**src/rtl/rcb_pkg.sv**
```systemverilog
package rcb_pkg;

  localparam logic [1:0] DR_NULL = 2'b00;
  localparam logic [1:0] DR_LO   = 2'b01;
  localparam logic [1:0] DR_HI   = 2'b10;

  function automatic logic dr_is_data(input logic [1:0] d);
    return (d == DR_LO) || (d == DR_HI);
  endfunction

  function automatic logic [1:0] dr_of_bit(input logic b);
    return b ? DR_HI : DR_LO;
  endfunction

  // value formed by a high and a low dual-rail digit, as a 1-of-4 code
  function automatic logic [3:0] mix_code(input logic [1:0] hi, input logic [1:0] lo);
    logic [1:0] v;
    v = {hi == DR_HI, lo == DR_HI};
    return 4'b0001 << v;
  endfunction

  // index of the set bit of a one-hot 4-bit code
  function automatic logic [1:0] q_index(input logic [3:0] q);
    logic [1:0] v;
    unique case (q)
      4'b0010: v = 2'd1;
      4'b0100: v = 2'd2;
      4'b1000: v = 2'd3;
      default: v = 2'd0;
    endcase
    return v;
  endfunction

endpackage

```
**src/rtl/rcb_digit_mon.sv**
```systemverilog
module rcb_digit_mon #(
  parameter int W = 2
) (
  input  logic         clk,
  input  logic         rst_n,
  input  logic [W-1:0] dig_i,
  output logic         illegal_o,
  output logic         skip_o
);

  logic [W-1:0] prev_q;

  always_ff @(posedge clk) begin
    if (!rst_n) prev_q <= '0;
    else        prev_q <= dig_i;
  end

  always_comb begin
    illegal_o = ($countones(dig_i) > 1);
    skip_o    = $onehot(prev_q) && $onehot(dig_i) && (prev_q != dig_i);
  end

  // a reported skip always coincides with a changed digit
  p_skip_changed_r9: assert property (@(posedge clk) disable iff (!rst_n)
    ($past(rst_n) && skip_o) |-> !$stable(dig_i));

endmodule

```
**src/rtl/rcb_done.sv**
```systemverilog
module rcb_done #(
  parameter int NDIG = 2,
  parameter int W    = 4
) (
  input  logic [NDIG*W-1:0] word_i,
  output logic              all_data_o,
  output logic              all_null_o
);

  logic [NDIG-1:0] dig_ok;

  for (genvar g = 0; g < NDIG; g++) begin : g_dig
    assign dig_ok[g] = $onehot(word_i[g*W +: W]);
  end

  assign all_data_o = &dig_ok;
  assign all_null_o = (word_i == '0);

endmodule

```
**src/rtl/rcb_mixer_lane.sv**
```systemverilog
module rcb_mixer_lane
  import rcb_pkg::*;
(
  input  logic       clk,
  input  logic       rst_n,
  input  logic [1:0] hi_i,
  input  logic [1:0] lo_i,
  output logic [3:0] q_o
);

  logic       both_data;
  logic       both_null;
  logic [3:0] held_q;

  always_comb begin
    both_data = dr_is_data(hi_i) && dr_is_data(lo_i);
    both_null = (hi_i == DR_NULL) && (lo_i == DR_NULL);
    if (both_data)      q_o = mix_code(hi_i, lo_i);
    else if (both_null) q_o = '0;
    else                q_o = held_q;
  end

  always_ff @(posedge clk) begin
    if (!rst_n) held_q <= '0;
    else        held_q <= q_o;
  end

  p_mix_onehot_r1: assert property (@(posedge clk) disable iff (!rst_n)
    both_data |-> $onehot(q_o));

  p_mix_null_r2: assert property (@(posedge clk) disable iff (!rst_n)
    both_null |-> (q_o == 4'b0000));

  p_mix_hold_r3: assert property (@(posedge clk) disable iff (!rst_n)
    ($past(rst_n) && !both_data && !both_null) |-> (q_o == $past(q_o)));

endmodule

```
**src/rtl/rcb_splitter_lane.sv**
```systemverilog
module rcb_splitter_lane
  import rcb_pkg::*;
(
  input  logic [3:0] q_i,
  output logic [1:0] hi_o,
  output logic [1:0] lo_o
);

  logic [1:0] v;

  always_comb begin
    v = q_index(q_i);
    if ($onehot(q_i)) begin
      hi_o = dr_of_bit(v[1]);
      lo_o = dr_of_bit(v[0]);
    end else begin
      hi_o = DR_NULL;
      lo_o = DR_NULL;
    end
  end

  always_comb begin
    p_spl_data_r4: assert ($isunknown(q_i) || !$onehot(q_i) ||
                           ($onehot(hi_o) && $onehot(lo_o)));
    p_spl_null_r5: assert ($isunknown(q_i) || $onehot(q_i) ||
                           ((hi_o == DR_NULL) && (lo_o == DR_NULL)));
  end

endmodule

```
**src/rtl/rail_code_bridge.sv**
```systemverilog
module rail_code_bridge #(
  parameter int NLANE = 2
) (
  input  logic               clk,
  input  logic               rst_n,
  input  logic [4*NLANE-1:0] mix_dr_i,
  output logic [4*NLANE-1:0] mix_q_o,
  input  logic [4*NLANE-1:0] spl_q_i,
  output logic [4*NLANE-1:0] spl_dr_o,
  output logic               mix_valid_o,
  output logic               mix_spacer_o,
  output logic               mix_err_o,
  output logic               spl_valid_o,
  output logic               spl_spacer_o,
  output logic               spl_err_o
);

  localparam int NDR = 2 * NLANE;

  logic [NDR-1:0]   dr_illegal, dr_skip;
  logic [NLANE-1:0] q_illegal, q_skip;
  logic             mix_done, mix_null, spl_done, spl_null;
  logic             mix_fault, spl_fault;

  for (genvar k = 0; k < NLANE; k++) begin : g_lane
    rcb_mixer_lane u_mix (
      .clk   (clk),
      .rst_n (rst_n),
      .hi_i  (mix_dr_i[4*k+2 +: 2]),
      .lo_i  (mix_dr_i[4*k   +: 2]),
      .q_o   (mix_q_o[4*k +: 4])
    );

    rcb_splitter_lane u_spl (
      .q_i  (spl_q_i[4*k +: 4]),
      .hi_o (spl_dr_o[4*k+2 +: 2]),
      .lo_o (spl_dr_o[4*k   +: 2])
    );

    rcb_digit_mon #(.W(4)) u_qmon (
      .clk       (clk),
      .rst_n     (rst_n),
      .dig_i     (spl_q_i[4*k +: 4]),
      .illegal_o (q_illegal[k]),
      .skip_o    (q_skip[k])
    );
  end

  for (genvar d = 0; d < NDR; d++) begin : g_drmon
    rcb_digit_mon #(.W(2)) u_drmon (
      .clk       (clk),
      .rst_n     (rst_n),
      .dig_i     (mix_dr_i[2*d +: 2]),
      .illegal_o (dr_illegal[d]),
      .skip_o    (dr_skip[d])
    );
  end

  rcb_done #(.NDIG(NLANE), .W(4)) u_mix_done (
    .word_i     (mix_q_o),
    .all_data_o (mix_done),
    .all_null_o (mix_null)
  );

  rcb_done #(.NDIG(NDR), .W(2)) u_spl_done (
    .word_i     (spl_dr_o),
    .all_data_o (spl_done),
    .all_null_o (spl_null)
  );

  assign mix_fault = (|dr_illegal) || (|dr_skip);
  assign spl_fault = (|q_illegal)  || (|q_skip);

  always_ff @(posedge clk) begin
    if (!rst_n) begin
      mix_valid_o  <= 1'b0;
      mix_spacer_o <= 1'b0;
      mix_err_o    <= 1'b0;
      spl_valid_o  <= 1'b0;
      spl_spacer_o <= 1'b0;
      spl_err_o    <= 1'b0;
    end else begin
      mix_valid_o  <= mix_done;
      mix_spacer_o <= mix_null;
      mix_err_o    <= mix_fault;
      spl_valid_o  <= spl_done;
      spl_spacer_o <= spl_null;
      spl_err_o    <= spl_fault;
    end
  end

  p_flags_excl_r6: assert property (@(posedge clk) disable iff (!rst_n)
    !(mix_valid_o && mix_spacer_o) && !(spl_valid_o && spl_spacer_o));

  p_spacer_flag_r7: assert property (@(posedge clk) disable iff (!rst_n)
    (mix_q_o == '0) |=> mix_spacer_o);

  p_mix_err_r8: assert property (@(posedge clk) disable iff (!rst_n)
    (|dr_illegal) |=> mix_err_o);

  p_spl_err_r10: assert property (@(posedge clk) disable iff (!rst_n)
    (|q_illegal) |=> spl_err_o);

  p_reset_flags_r11: assert property (@(posedge clk)
    $past(!rst_n) |-> !(mix_valid_o || mix_spacer_o || mix_err_o ||
                        spl_valid_o || spl_spacer_o || spl_err_o));

endmodule

```
**config.mk**
```make
export PLATFORM = sky130hd
export DESIGN_NAME = rail_code_bridge
export DESIGN_NICKNAME = d
export VERILOG_FILES = /design/src/rtl/rcb_pkg.sv /design/src/rtl/rcb_digit_mon.sv /design/src/rtl/rcb_done.sv /design/src/rtl/rcb_mixer_lane.sv /design/src/rtl/rcb_splitter_lane.sv /design/src/rtl/rail_code_bridge.sv
export SDC_FILE = /design/constraint.sdc
export NUM_CORES = 1
export LEC_CHECK = 0
export BUFFER_PORTS_ARGS = -buffer_cell sky130_fd_sc_hd__buf_4
export CORE_MARGIN = 1
export CORE_UTILIZATION = 30
export CTS_BUF_LIST = sky130_fd_sc_hd__clkbuf_4
export DETAILED_ROUTE_END_ITERATION = 12
export GPL_ROUTABILITY_DRIVEN = 1
export GPL_TIMING_DRIVEN = 0
export PLACE_DENSITY_LB_ADDON = 0.3
export SYNTH_ARGS = -nofsm -noshare
export SYNTH_HDL_FRONTEND = slang
export SYNTH_SLANG_ARGS = --single-unit
```
**constraint.sdc**
```tcl
create_clock -name clk -period 4.44 [get_ports clk]
set_clock_uncertainty 0.15 [all_clocks]
set_input_delay 0.888 -clock clk [delete_from_list [all_inputs] [get_ports clk]]
set_output_delay 0.888 -clock clk [all_outputs]
set_load 0.1 [all_outputs]
```
# --- Word level (Yosys, flattened, before mapping) ---
# Cells that the tools add are included.
totals:
  reg_bits: 30
  latch_bits: 0
  ramBits: 0
  mem_bits_ro: 0
  inputBits: 18
  out_inout_bits: 22
  wordCells: 148
  mem_count: 0
op_classes:
  add_sub_neg: 40
  multipliers: 0
  div: 0
  order_cmp: 6
  n_eq_ne: 38
  n_shift: 2
  mux: 14
  n_bitwise: 0
  reduce_logical: 34
op_table:
  columns: ["cell", "count"]
  rows:
  - ["$gt A32 B2 Y1 const B", 6]
  - ["$add A1 B1 Y2", 32]
  - ["$add A32 B32 Y32", 2]
  - ["$eq A2 B1 Y1 const B", 16]
  - ["$add A3 B3 Y3", 6]
  - ["$eq A3 B1 Y1 const B", 6]
  - ["$logic_and A1 B1 Y1", 16]
  - ["$logic_not A8 Y1", 2]
  - ["$mux W2", 8]
  - ["$mux W4", 4]
  - ["$pmux W2 S3", 2]
  - ["$eq A2 B2 Y1 const B", 4]
  - ["$eq A4 B2 Y1 const B", 2]
  - ["$eq A4 B3 Y1 const B", 2]
  - ["$eq A4 B4 Y1 const B", 2]
  - ["$logic_not A2 Y1", 4]
  - ["$ne A2 B2 Y1", 4]
  - ["$ne A4 B4 Y1", 2]
  - ["$reduce_or A4 Y1", 2]
  - ["$shl A1 B2 Y4 const A", 2]
  - ["$logic_or A1 B1 Y1", 6]
  - ["$reduce_and A4 Y1", 1]
  - ["$reduce_or A2 Y1", 2]
  - ["$reduce_and A2 Y1", 1]

# --- Logic depth before layout (Yosys ltp) ---
logic_depth:
  ltp_word: 8
  mapped_depth: 10
  ltp_nobuf: 10

# --- Cells and area by module ---
# Synthesis repeated with hierarchy kept, for this count alone.
unflattened:
  cells_unflattened: 270
  area_unflattened_um2: 2483.6
by_module_without_submodules:
  columns: ["module", "instances", "cells_each", "area_per_inst_um2", "seq_area_each_um2"]
  rows:
  - ["rcb_digit_mon (g_lane[0].u_qmon ...)", 2, 37, 335.3, 80.1]
  - ["rcb_mixer_lane", 2, 34, 304.0, 80.1]
  - ["rcb_digit_mon (g_drmon[0].u_drmon ...)", 4, 10, 103.8, 40.0]
  - ["rcb_splitter_lane", 2, 19, 162.7, 0.0]
  - ["rcb_done (u_mix_done)", 1, 22, 190.2, 0.0]
  - ["rail_code_bridge", 1, 14, 176.4, 120.1]
  - ["rcb_done (u_spl_done)", 1, 14, 97.6, 0.0]

# --- Worst setup path after synthesis ---
# OpenSTA, ideal clock, no wires.
synth_timing:
  path_kind: "input to output"
  startpoint: "in spl_q_i[2]"
  endpoint: "out spl_dr_o[1]"
  t_arrival_ps: 3366
  t_required_ps: 3402
  setup_slack_ps: 36
  stages: 7
  n_path_buf: 0
  cell_sequence: "inv_1 -> ha_1 -> ha_1 -> fa_1 -> nor2_1 -> nand2_1 -> nor2_1"
synth_between:
  elab_chain_len: 4
  elab_cells_between_ends: 9
  cone_classes: "add/sub: 2; eq/ne: 4; mux: 3"
synth_lines:
  columns: ["item", "line", "rtl"]
  rows:
  - ["start: declaration", "rail_code_bridge.sv:8", "input logic [4*NLANE-1:0] spl_q_i,"]
  - ["$add A1 B1 Y2 (not written as such), or another cell as far along", "rcb_splitter_lane.sv:13", "if ($onehot(q_i)) begin"]
  - ["$add A3 B3 Y3 (not written as such) or $pmux W2 S3 (tied branches)", "rcb_splitter_lane.sv:13, rcb_pkg.sv:25", null]
  - ["$eq A3 B1 Y1 or $mux W2 (tied branches)", "rcb_splitter_lane.sv:13, rcb_pkg.sv:12", null]
  - ["$mux W2 *", "rcb_splitter_lane.sv:13", null]
  - ["end: declaration", "rail_code_bridge.sv:9", "output logic [4*NLANE-1:0] spl_dr_o,"]
# Every way passes the cells marked *; elsewhere a longest branch is shown, timed or not.

# --- Worst setup path after layout ---
layout_timing:
  startpoint: "in spl_q_i[7]"
  endpoint: "out spl_dr_o[5]"
# Same word-level chain as after synthesis.

==> results.cfg <==
[synth]
synth_top_area_share_pct = 29.7
synth.area.top_cells = dfxtp_1 30%, ha_1 28%, fa_1 5.9%, inv_1 5.9%, nor2_1 5.8%
syn_nets = 289
synth_edf_count = 0
synth_mux_area_share_pct = 0
synth-seq-cells = 30
yosys.area_share.simple_pct = 16.6
yosys.area.top_type = dfxtp_1
synth_compound_area_share_pct = 9.28
synth_async_sr_flop_share_pct = 0
synth_top_family_by_area = adder cells
synthAdderAreaFrac_pct = 34.4
syn_area_per_cell_um2 = 9.23
syn_inst = 219
synth_area_um2 = 2020
synth_xor_area_share_pct = 3.47
synth-main-ff-cell = dfxtp_1
ys_types = 32
yosysWarnings = 0
seq_area_frac_synth_pct = 29.7

[place]
place_congestion = 0.786
post_dp_cell_area_um2 = 2410
port_buffers = 39
dpl.hpwl_um = 3130

[sta]
relSlewSlack_pct = 67.6
hold_viol_final = 0
period_share_pct = 90.0
tns_ns = 0
slew_violations = 0
rsz0062_at_grt = no
finalSetupViolCount = 0
min_period_ns = 4.00
hold_ws_ns = 0.381
tightest_slew_ns = 0.487
max_freq_ghz = 0.250

[grt]
grt_antenna_before_repair = 0
grt_pass1_vias = 1437
grt_util_all_layers_pct = 11.4
grt_overflow = 0
grt_pass1_wl_um = 6360
grt_start_max_net_pins = 11

[clock_network]
cts_resized = 0
holdBufCountCts = 0
cts_tree = done
cts_root_buf = clkbuf_4
clk_pin_slew_ns = 0.10
cts_setup_buffers = 0
clockBufferDepth = 2
h-tree-depth = 2
clkSinkCount = 30
insertion_delay_ns = 0.33
cts_buffers = 5

[routing]
drt-initial-drc-count = 45
wl_per_cell_um = 11.2
ant_nets = 0
drc = 4
drtPass1Iterations = 9
routed_wl_um = 3830
vias_per_cell = 4.46
vias = 1526

[setup_path]
crit_required_ns = 3.40
startpoint_type = input pin
r2r_slack_ns = 2.01
crit_end = spl_dr_o[5]
cp-end-kind = output port
crit_arrival_ns = 2.96
critPathMaxFanout = 4
timing.rr.end = mix_valid_o$_SDFF_PN0_
crit_chain = buf_4 > inv_1 > ha_1 > ha_1 > fa_1 > nor2_1 > and2_1 > nand2_1 > inv_1 > buf_4
crit_type = input pin to output port
critPathLaunch = spl_q_i[7]
cp_slowest_cell = fa_1
cpPeakStageDelay_ns = 0.44
r2r-start = g_lane[1].u_mix.held_q[0]$_SDFF_PN0_
rr_worst_depth = 6

[power_and_ir_drop]
ir_drop_uv = 197
p_leak_uw = 0.00133
power_uw = 825
cellPowerDensity_nw_per_um2 = 333

[floorplan]
io_pins = 40
rows = 29
die_h_um = 84.1
die_w_um = 84.1
core-area_um2 = 6420
initial_core_util_pct = 31.5
dieArea_um2 = 7070

[layout]
area_growth_pct = 22.8
drive_above_1_share_pct = 17.7
layout_common_cells = 46 x ha_1, 39 x buf_4, 32 x inv_1, 31 x nor2_1, 30 x dfxtp_1
nNetsFinal = 335
n_antenna_cell = 0
fin_area_um2 = 2480
num-fill-cells = 651
final_common_cell = ha_1

[worst_hold_path]
min_path_type = register to register
whs_path_depth = 2

[outcome]
violations = DRC
status = finished, violations left

[job]
max_cap_viol_count = 0
-- logic make-up after synthesis --
group / Yosys count
buffers and inverters: 35
AO/OA/AOI/OAI: 25
flip-flops: 30
AND/OR/NAND/NOR: 69
adder cells (fa/ha/maj): 52
XOR/XNOR: 8
-- worst min-delay path by stage --
stage	from	end	slack, ns
CTS	g_lane[1].u_mix.held_q[2]$_SDFF_PN0_	g_lane[1].u_mix.held_q[2]$_SDFF_PN0_	0.38
floorplan	g_lane[1].u_mix.held_q[1]$_SDFF_PN0_	g_lane[1].u_mix.held_q[1]$_SDFF_PN0_	0.32
global placement	g_lane[0].u_mix.held_q[1]$_SDFF_PN0_	g_lane[0].u_mix.held_q[1]$_SDFF_PN0_	0.35
global route	g_lane[0].u_mix.held_q[2]$_SDFF_PN0_	g_lane[0].u_mix.held_q[2]$_SDFF_PN0_	0.41
detailed placement	g_lane[1].u_mix.held_q[2]$_SDFF_PN0_	g_lane[1].u_mix.held_q[2]$_SDFF_PN0_	0.35
finish	g_lane[1].u_mix.held_q[1]$_SDFF_PN0_	g_lane[1].u_mix.held_q[1]$_SDFF_PN0_	0.38
-- flip-flops by register name, summed over array words and instances, names as in the netlist --
name                    flops
g_drmon.u_drmon.prev_q      8
g_lane.u_mix.held_q         8
g_lane.u_qmon.prev_q        8
mix_err_o                   1
mix_spacer_o                1
mix_valid_o                 1
spl_err_o                   1
spl_spacer_o                1
spl_valid_o                 1
-- layer usage --
metal	wire length [um]	vias up	global-route usage, %
li1	-	818	-
met1	1900	682	14.7
met2	1730	21	17.9
met3	130	5	2.18
met4	66	0	6.11
met5	0	-	0
-- power breakdown --
part | switching, uW | internal, uW | leakage, uW
Combinational | 237 | 90.0 | 0.00105
Sequential | 7.09 | 286 | 0.000248
Clock | 91.4 | 114 | 0.0000387
Total | 336 | 490 | 0.00133
-- through the flow --
stage,instances,util [%],setup WS [ns]
floorplan,219,-,0.0358
global placement,335,37.5,0.453
detailed placement,335,37.5,0.434
CTS,342,38.7,0.434
global route,342,38.7,0.273
finish,342,38.7,0.442
-- worst max-delay path, delay by kind of cell --
family	cells	cell delay [ns]
fa+ha+maj	3	0.91
buf+inv	4	0.58
simple gates	3	0.58
-- cell type report --
| class | instances | area [um2] | share of cell area, % |
|---|---|---|---|
| multi-input cells | 154 | 1290 | 52.0 |
| well taps | 77 | 96.3 | 3.88 |
| plain buffers | 2 | 7.51 | 0.302 |
| flip-flops and latches | 30 | 601 | 24.2 |
| inverters | 33 | 124 | 4.99 |
| clock inverters | 2 | 33.8 | 1.36 |
| repair buffers | 39 | 293 | 11.8 |
| clock buffers | 5 | 37.5 | 1.51 |
-- synth_stat cells (3+ instances only) --
master,count
ha_1,46
inv_1,32
nor2_1,31
dfxtp_1,30
xnor2_1,8
nand2_1,7
nor2b_1,7
a32oi_1,6
fa_1,6
nand2b_1,6
nand4_1,5
a22oi_1,4
and2_1,4
o22ai_1,3
(Power assumes the default switching activity.)
